File: config.mk
export PLATFORM = sky130hd
export DESIGN_NAME = evq_writer
export DESIGN_NICKNAME = d
export VERILOG_FILES = /design/src/rtl/evq_pkg.sv /design/src/rtl/evq_idle_track.sv /design/src/rtl/evq_prio_sel.sv /design/src/rtl/evq_ring_fsm.sv /design/src/rtl/evq_writer.sv
export SDC_FILE = /design/constraint.sdc
export NUM_CORES = 1
export LEC_CHECK = 0
export BUFFER_PORTS_ARGS = -buffer_cell sky130_fd_sc_hd__clkbuf_2
export CORE_UTILIZATION = 30
export DETAILED_ROUTE_END_ITERATION = 16
export MAX_ROUTING_LAYER = met4
export PLACE_DENSITY = 0.46
export SYNTH_ARGS = -nofsm -noshare
export SYNTH_HDL_FRONTEND = slang
export SYNTH_SLANG_ARGS = --single-unit
File: constraint.sdc
create_clock -name clk -period 4.1 [get_ports clk]
set_input_delay 0.82 -clock clk [delete_from_list [all_inputs] [get_ports clk]]
set_output_delay 0.82 -clock clk [all_outputs]
set_load 0.005 [all_outputs]
File: src/rtl/evq_pkg.sv
package evq_pkg;

    localparam int WORD_W = 32;
    localparam int CH_W   = 8;
    localparam int FLG_W  = 8;

    localparam int VLD_BIT  = 31;
    localparam int WRAP_BIT = 30;

    localparam logic [WORD_W-1:0] RSV_MASK  = 32'h3CC0_E01F;
    localparam logic [15:0]       IDLE_PAT  = 16'hFFFE;
    localparam logic [FLG_W-1:0]  FLG_ACT   = 8'h10;
    localparam logic [FLG_W-1:0]  FLG_QUIET = 8'h08;

    typedef enum logic [1:0] {
        ST_IDLE  = 2'd0,
        ST_READ  = 2'd1,
        ST_CHECK = 2'd2
    } evq_state_t;

    function automatic logic [WORD_W-1:0] pack_entry(
        input logic [CH_W-1:0]  chan,
        input logic [FLG_W-1:0] flags,
        input logic             wrap
    );
        return {1'b1, wrap, 4'b0000, flags[7:6], 2'b00, flags[5:0],
                3'b000, chan, 5'b00000};
    endfunction

endpackage

File: src/rtl/evq_idle_track.sv
module evq_idle_track
    import evq_pkg::*;
#(
    parameter int CHAN_W = CH_W
) (
    input  logic              clk,
    input  logic              rst,
    input  logic              pat_valid,
    output logic              pat_ready,
    input  logic [CHAN_W-1:0] pat_chan,
    input  logic [15:0]       pat_word,
    output logic              req_valid,
    input  logic              req_ready,
    output logic [CHAN_W-1:0] req_chan,
    output logic [FLG_W-1:0]  req_flags
);
    localparam int NCH = 1 << CHAN_W;

    // one bit per channel: idle already reported since last activity
    logic [NCH-1:0]    quiet_seen;
    logic              pend_v;
    logic [CHAN_W-1:0] pend_chan;
    logic [FLG_W-1:0]  pend_flags;
    logic              is_quiet;

    assign is_quiet  = (pat_word == IDLE_PAT);
    assign pat_ready = !pend_v;
    assign req_valid = pend_v;
    assign req_chan  = pend_chan;
    assign req_flags = pend_flags;

    always_ff @(posedge clk) begin
        if (rst) begin
            quiet_seen <= '0;
            pend_v     <= 1'b0;
            pend_chan  <= '0;
            pend_flags <= '0;
        end else begin
            if (pend_v && req_ready) begin
                pend_v <= 1'b0;
            end
            if (pat_valid && pat_ready) begin
                if (is_quiet) begin
                    if (!quiet_seen[pat_chan]) begin
                        pend_v     <= 1'b1;
                        pend_chan  <= pat_chan;
                        pend_flags <= FLG_QUIET;
                    end
                    quiet_seen[pat_chan] <= 1'b1;
                end else begin
                    pend_v               <= 1'b1;
                    pend_chan            <= pat_chan;
                    pend_flags           <= FLG_ACT;
                    quiet_seen[pat_chan] <= 1'b0;
                end
            end
        end
    end

endmodule

File: src/rtl/evq_prio_sel.sv
module evq_prio_sel
    import evq_pkg::*;
(
    input  logic             ext_valid,
    input  logic [CH_W-1:0]  ext_chan,
    input  logic [FLG_W-1:0] ext_flags,
    input  logic             trk_valid,
    input  logic [CH_W-1:0]  trk_chan,
    input  logic [FLG_W-1:0] trk_flags,
    input  logic             grant,
    output logic             any_valid,
    output logic [CH_W-1:0]  sel_chan,
    output logic [FLG_W-1:0] sel_flags,
    output logic             ext_ready,
    output logic             trk_ready
);
    always_comb begin
        any_valid = ext_valid | trk_valid;
        if (ext_valid) begin
            sel_chan  = ext_chan;
            sel_flags = ext_flags;
        end else begin
            sel_chan  = trk_chan;
            sel_flags = trk_flags;
        end
        ext_ready = grant & ext_valid;
        trk_ready = grant & ~ext_valid & trk_valid;
    end

endmodule

File: src/rtl/evq_ring_fsm.sv
module evq_ring_fsm
    import evq_pkg::*;
#(
    parameter int AW = 8
) (
    input  logic              clk,
    input  logic              rst,
    input  logic [AW-1:0]     base_addr,
    input  logic              any_valid,
    input  logic [CH_W-1:0]   sel_chan,
    input  logic [FLG_W-1:0]  sel_flags,
    input  logic [1:0]        slot_ctl_rd,
    output logic [AW-1:0]     mem_addr,
    output logic              mem_we,
    output logic [WORD_W-1:0] mem_wdata,
    output logic              grant,
    output logic              overflow
);
    evq_state_t    state, state_nx;
    logic [AW-1:0] wptr;
    logic          slot_held;
    logic          slot_wrap;

    assign slot_held = slot_ctl_rd[1];
    assign slot_wrap = slot_ctl_rd[0];

    always_ff @(posedge clk) begin
        if (rst) begin
            state <= ST_IDLE;
        end else begin
            state <= state_nx;
        end
    end

    always_comb begin
        state_nx = state;
        unique case (state)
            ST_IDLE:  if (any_valid) state_nx = ST_READ;
            ST_READ:  state_nx = ST_CHECK;
            ST_CHECK: state_nx = slot_held ? ST_READ : ST_IDLE;
            default:  state_nx = ST_IDLE;
        endcase
    end

    always_comb begin
        mem_addr  = wptr;
        mem_we    = 1'b0;
        grant     = 1'b0;
        mem_wdata = pack_entry(sel_chan, sel_flags, slot_wrap);
        unique case (state)
            ST_IDLE:  ;
            ST_READ:  ;
            ST_CHECK: begin
                mem_we = !slot_held;
                grant  = !slot_held;
            end
            default:  ;
        endcase
    end

    always_ff @(posedge clk) begin
        if (rst) begin
            wptr     <= base_addr;
            overflow <= 1'b0;
        end else if (state == ST_CHECK) begin
            if (slot_held) begin
                overflow <= 1'b1;
            end else if (slot_wrap) begin
                wptr <= base_addr;
            end else begin
                wptr <= wptr + 1'b1;
            end
        end
    end

endmodule

File: src/rtl/evq_writer.sv
module evq_writer
    import evq_pkg::*;
#(
    parameter int AW = 8
) (
    input  logic              clk,
    input  logic              rst,
    input  logic [AW-1:0]     base_addr,
    input  logic              ev_valid,
    output logic              ev_ready,
    input  logic [7:0]        ev_chan,
    input  logic [7:0]        ev_flags,
    input  logic              pat_valid,
    output logic              pat_ready,
    input  logic [7:0]        pat_chan,
    input  logic [15:0]       pat_word,
    output logic [AW-1:0]     mem_addr,
    output logic              mem_we,
    output logic [31:0]       mem_wdata,
    input  logic [1:0]        slot_ctl_rd,
    output logic              overflow
);
    logic             trk_valid;
    logic             trk_ready;
    logic [CH_W-1:0]  trk_chan;
    logic [FLG_W-1:0] trk_flags;
    logic             any_valid;
    logic [CH_W-1:0]  sel_chan;
    logic [FLG_W-1:0] sel_flags;
    logic             grant;

    evq_idle_track #(.CHAN_W(CH_W)) u_track (
        .clk       (clk),
        .rst       (rst),
        .pat_valid (pat_valid),
        .pat_ready (pat_ready),
        .pat_chan  (pat_chan),
        .pat_word  (pat_word),
        .req_valid (trk_valid),
        .req_ready (trk_ready),
        .req_chan  (trk_chan),
        .req_flags (trk_flags)
    );

    evq_prio_sel u_sel (
        .ext_valid (ev_valid),
        .ext_chan  (ev_chan),
        .ext_flags (ev_flags),
        .trk_valid (trk_valid),
        .trk_chan  (trk_chan),
        .trk_flags (trk_flags),
        .grant     (grant),
        .any_valid (any_valid),
        .sel_chan  (sel_chan),
        .sel_flags (sel_flags),
        .ext_ready (ev_ready),
        .trk_ready (trk_ready)
    );

    evq_ring_fsm #(.AW(AW)) u_fsm (
        .clk         (clk),
        .rst         (rst),
        .base_addr   (base_addr),
        .any_valid   (any_valid),
        .sel_chan    (sel_chan),
        .sel_flags   (sel_flags),
        .slot_ctl_rd (slot_ctl_rd),
        .mem_addr    (mem_addr),
        .mem_we      (mem_we),
        .mem_wdata   (mem_wdata),
        .grant       (grant),
        .overflow    (overflow)
    );

endmodule

==> flow_metrics.env <==
export IMPL_crit_path_start_kind="primary input"
export IMPL_synth_area_leaders="dfxtp_1 (39%), a21oi_1 (9.4%), o21ai_0 (9.3%)"
export IMPL_grt_start_max_net_pins=134
export IMPL_hold_path_startpoint="u_fsm.state[0]"
export IMPL_min_to="u_fsm.state[0]"
export IMPL_cpMostUsedCell="buf_4"
export IMPL_fin_worst_skew_ns=0.0117
export IMPL_async_reset_ff_share_pct=0
export IMPL_hpwl_um=32300
export IMPL_cp_slowest_cell="mux4_2"
export IMPL_synth_flop_cell="dfxtp_1"
export IMPL_path_cells="buf_4 -> buf_4 -> mux4_2 -> a22oi_1 -> a31oi_1 -> o311ai_4 -> a31oi_2 -> a21oi_2 -> buf_12 -> mux2i_1"
export IMPL_die_area_mm2=0.0471
export IMPL_gp_congestion=0.875
export IMPL_syn_inst=1645
export IMPL_dp_cells=2242
export IMPL_fin_cells=2302
export IMPL_final_nets=1733
export IMPL_max_slew_margin_pct=38.0
export IMPL_die_x_um=217
export IMPL_tns_ns=0
export IMPL_syn_area_mm2=0.0139
export IMPL_die_h_um=217
export IMPL_coreArea_mm2=0.0455
export IMPL_final_common_cell="dfxtp_1"
export IMPL_drv_cap=0
export IMPL_row_count=78
export IMPL_status="completed"
export IMPL_timing_rr_end="u_track.req_chan[0]"
export IMPL_worstMarginPinSlew_ns=0.930
export IMPL_cp_arrival_ns=3.74
export IMPL_postCtsHoldBufs=0
export IMPL_drt_initial_drc_count=1575
export IMPL_ys_types=58
export IMPL_cts_buffer_depth=3
export IMPL_period_needed_ns=3.28
export IMPL_worstPathRequired_ns=4.56
export IMPL_critical_path_class="primary input to flip-flop"
export IMPL_min_path_type="flip-flop to flip-flop"
export IMPL_synth_edff_count=8
export IMPL_synth_top_cell_by_area="dfxtp_1"
export IMPL_vias_per_cell=5.68
export IMPL_hold_viol_final=0
export IMPL_p_leak_nw=5.43
export IMPL_root_buffer="clkbuf_16"
export IMPL_final_cell_mix="dfxtp_1 (270), a21oi_1 (260), o21ai_0 (257)"
export IMPL_period_share_pct=80.1
export IMPL_wl_um=52600
export IMPL_cts_resized=0
export IMPL_crit_family="compound AO/OA/AOI/OAI gates"
export IMPL_r2r_slack_ns=1.49
export IMPL_drt_antenna_violating_nets=0
export IMPL_tritoncts="yes"
export IMPL_synth_top_area_share_pct=39.0
export IMPL_pin_count=98
export IMPL_yosys_warnings=0
export IMPL_drtPass1Iterations=5
export IMPL_grt_pass1_vias=12117
export IMPL_crit_start="pat_chan[0]"
export IMPL_crit_buf_inv=3
export IMPL_grt_pass1_wl_um=79100
export IMPL_antenna_found_initial=2
export IMPL_yosysSeqAreaShare_pct=40.7
export IMPL_wire_per_inst_um=22.9
export IMPL_cts_sinks=278
export IMPL_slew_violations=0
export IMPL_synth_area_per_cell_um2=8.43
export IMPL_numCtsBuffers=34
export IMPL_reg2regPathDepth=9
export IMPL_initial_core_util_pct=30.5
export IMPL_htree_levels=2
export IMPL_port_buffers=82
export IMPL_grt_overflow=0
export IMPL_track_usage_pct=22.6
export IMPL_path_clk_slew_ns=0.06
export IMPL_end_kind="flip-flop"
export IMPL_drc=0
export IMPL_powerDensity_mw_per_mm2=399
export IMPL_drive_gt1_share_pct=17.0
export IMPL_routed_via_count=13078
export IMPL_rsz0062_at_grt="no"
export IMPL_setup_violations_final=0
export IMPL_cp_max_fo=29
export IMPL_critical_path_max_stage_delay_ns=0.55
export IMPL_postSynthRegisterBits=278
export IMPL_clk_latency_ns=0.53
export IMPL_post_cts_buffers=0
export IMPL_timing_fmax_mhz=304
export IMPL_whs_path_depth=1
export IMPL_area_delta_synth_final_pct=15.8
export IMPL_ir_worst_vdd_mv=0.310
[cell usage after synthesis, types with 16 or more instances]
cell type / number
a21oi_1: 260
a22oi_1: 16
buf_4: 20
clkbuf_1: 141
dfxtp_1: 270
mux2_2: 16
mux2i_1: 68
mux4_2: 29
nand2_1: 65
nand2b_1: 19
nand3_1: 255
nor2_1: 70
o21ai_0: 257
[how the worst max path moves through the flow]
| stage | end | cells after the start | slack, ns |
|---|---|---|---|
| global route | u_track.req_chan[4] | 10 | 0.72 |
| floorplan | u_track.req_chan[0] | 11 | 1.06 |
| finish | u_track.req_chan[0] | 10 | 0.82 |
| CTS | u_track.req_chan[3] | 10 | 0.85 |
| detailed placement | u_track.req_chan[0] | 10 | 0.29 |
| global placement | u_track.req_chan[2] | 10 | 0.33 |
[per-stage QoR]
stage | util, % | hold WS, ns | power, W | area [um2] | setup WS [ns]
3_3_place_gp | 32.7 | 0.433 | 0.00328 | 14900 | 0.328
4_1_cts | 35.3 | 0.458 | 0.00647 | 16100 | 0.845
6_report | 35.3 | 0.455 | 0.00641 | 16100 | 0.816
3_5_place_dp | 32.7 | 0.447 | 0.00328 | 14900 | 0.292
5_1_grt | 35.3 | 0.488 | 0.00662 | 16100 | 0.716
2_1_floorplan | - | 0.424 | 0.00311 | 13900 | 1.06
[routing by layer]
metal / routed length, um / up-vias / track usage (%)
li1: - / 6017 / -
met1: 23500 / 6422 / 30.3
met2: 24400 / 546 / 35.3
met3: 3390 / 93 / 2.91
met4: 1440 / 0 / 6.74
met5: 0 / - / -
[where the power goes]
group	internal, W	leakage [nW]	total, W	switching (W)
clock	0.00195	0.576	0.00318	0.00123
sequential	0.00273	2.26	0.00275	0.0000128
combinational	0.000154	2.60	0.000482	0.000328
[cell type report]
| cell class | instances | area (um2) |
|---|---|---|
| antenna | 1 | 2.50 |
| tap | 600 | 751 |
| inverter | 6 | 22.5 |
| multi-input combinational | 1184 | 7300 |
| timing repair buffer | 174 | 1180 |
| clock inverter | 9 | 126 |
| clock buffer | 50 | 1040 |
| sequential | 278 | 5650 |
| fill | 4712 | 29400 |
[logic make-up (layout without fill, tap and decap cells)]
group | Yosys count | count (layout) | synth area share (%)
xor+xnor | 6 | 6 | 0.379
buf+inv | 196 | 239 | 7.31
flops | 278 | 278 | 40.7
other cells | 2 | 16 | 0.0541
compound gates | 557 | 557 | 21.2
fa+ha+maj | 1 | 1 | 0.0902
mux | 126 | 126 | 13.4
simple gates | 479 | 479 | 16.9
Note: power is estimated with default switching activity, not from simulation.
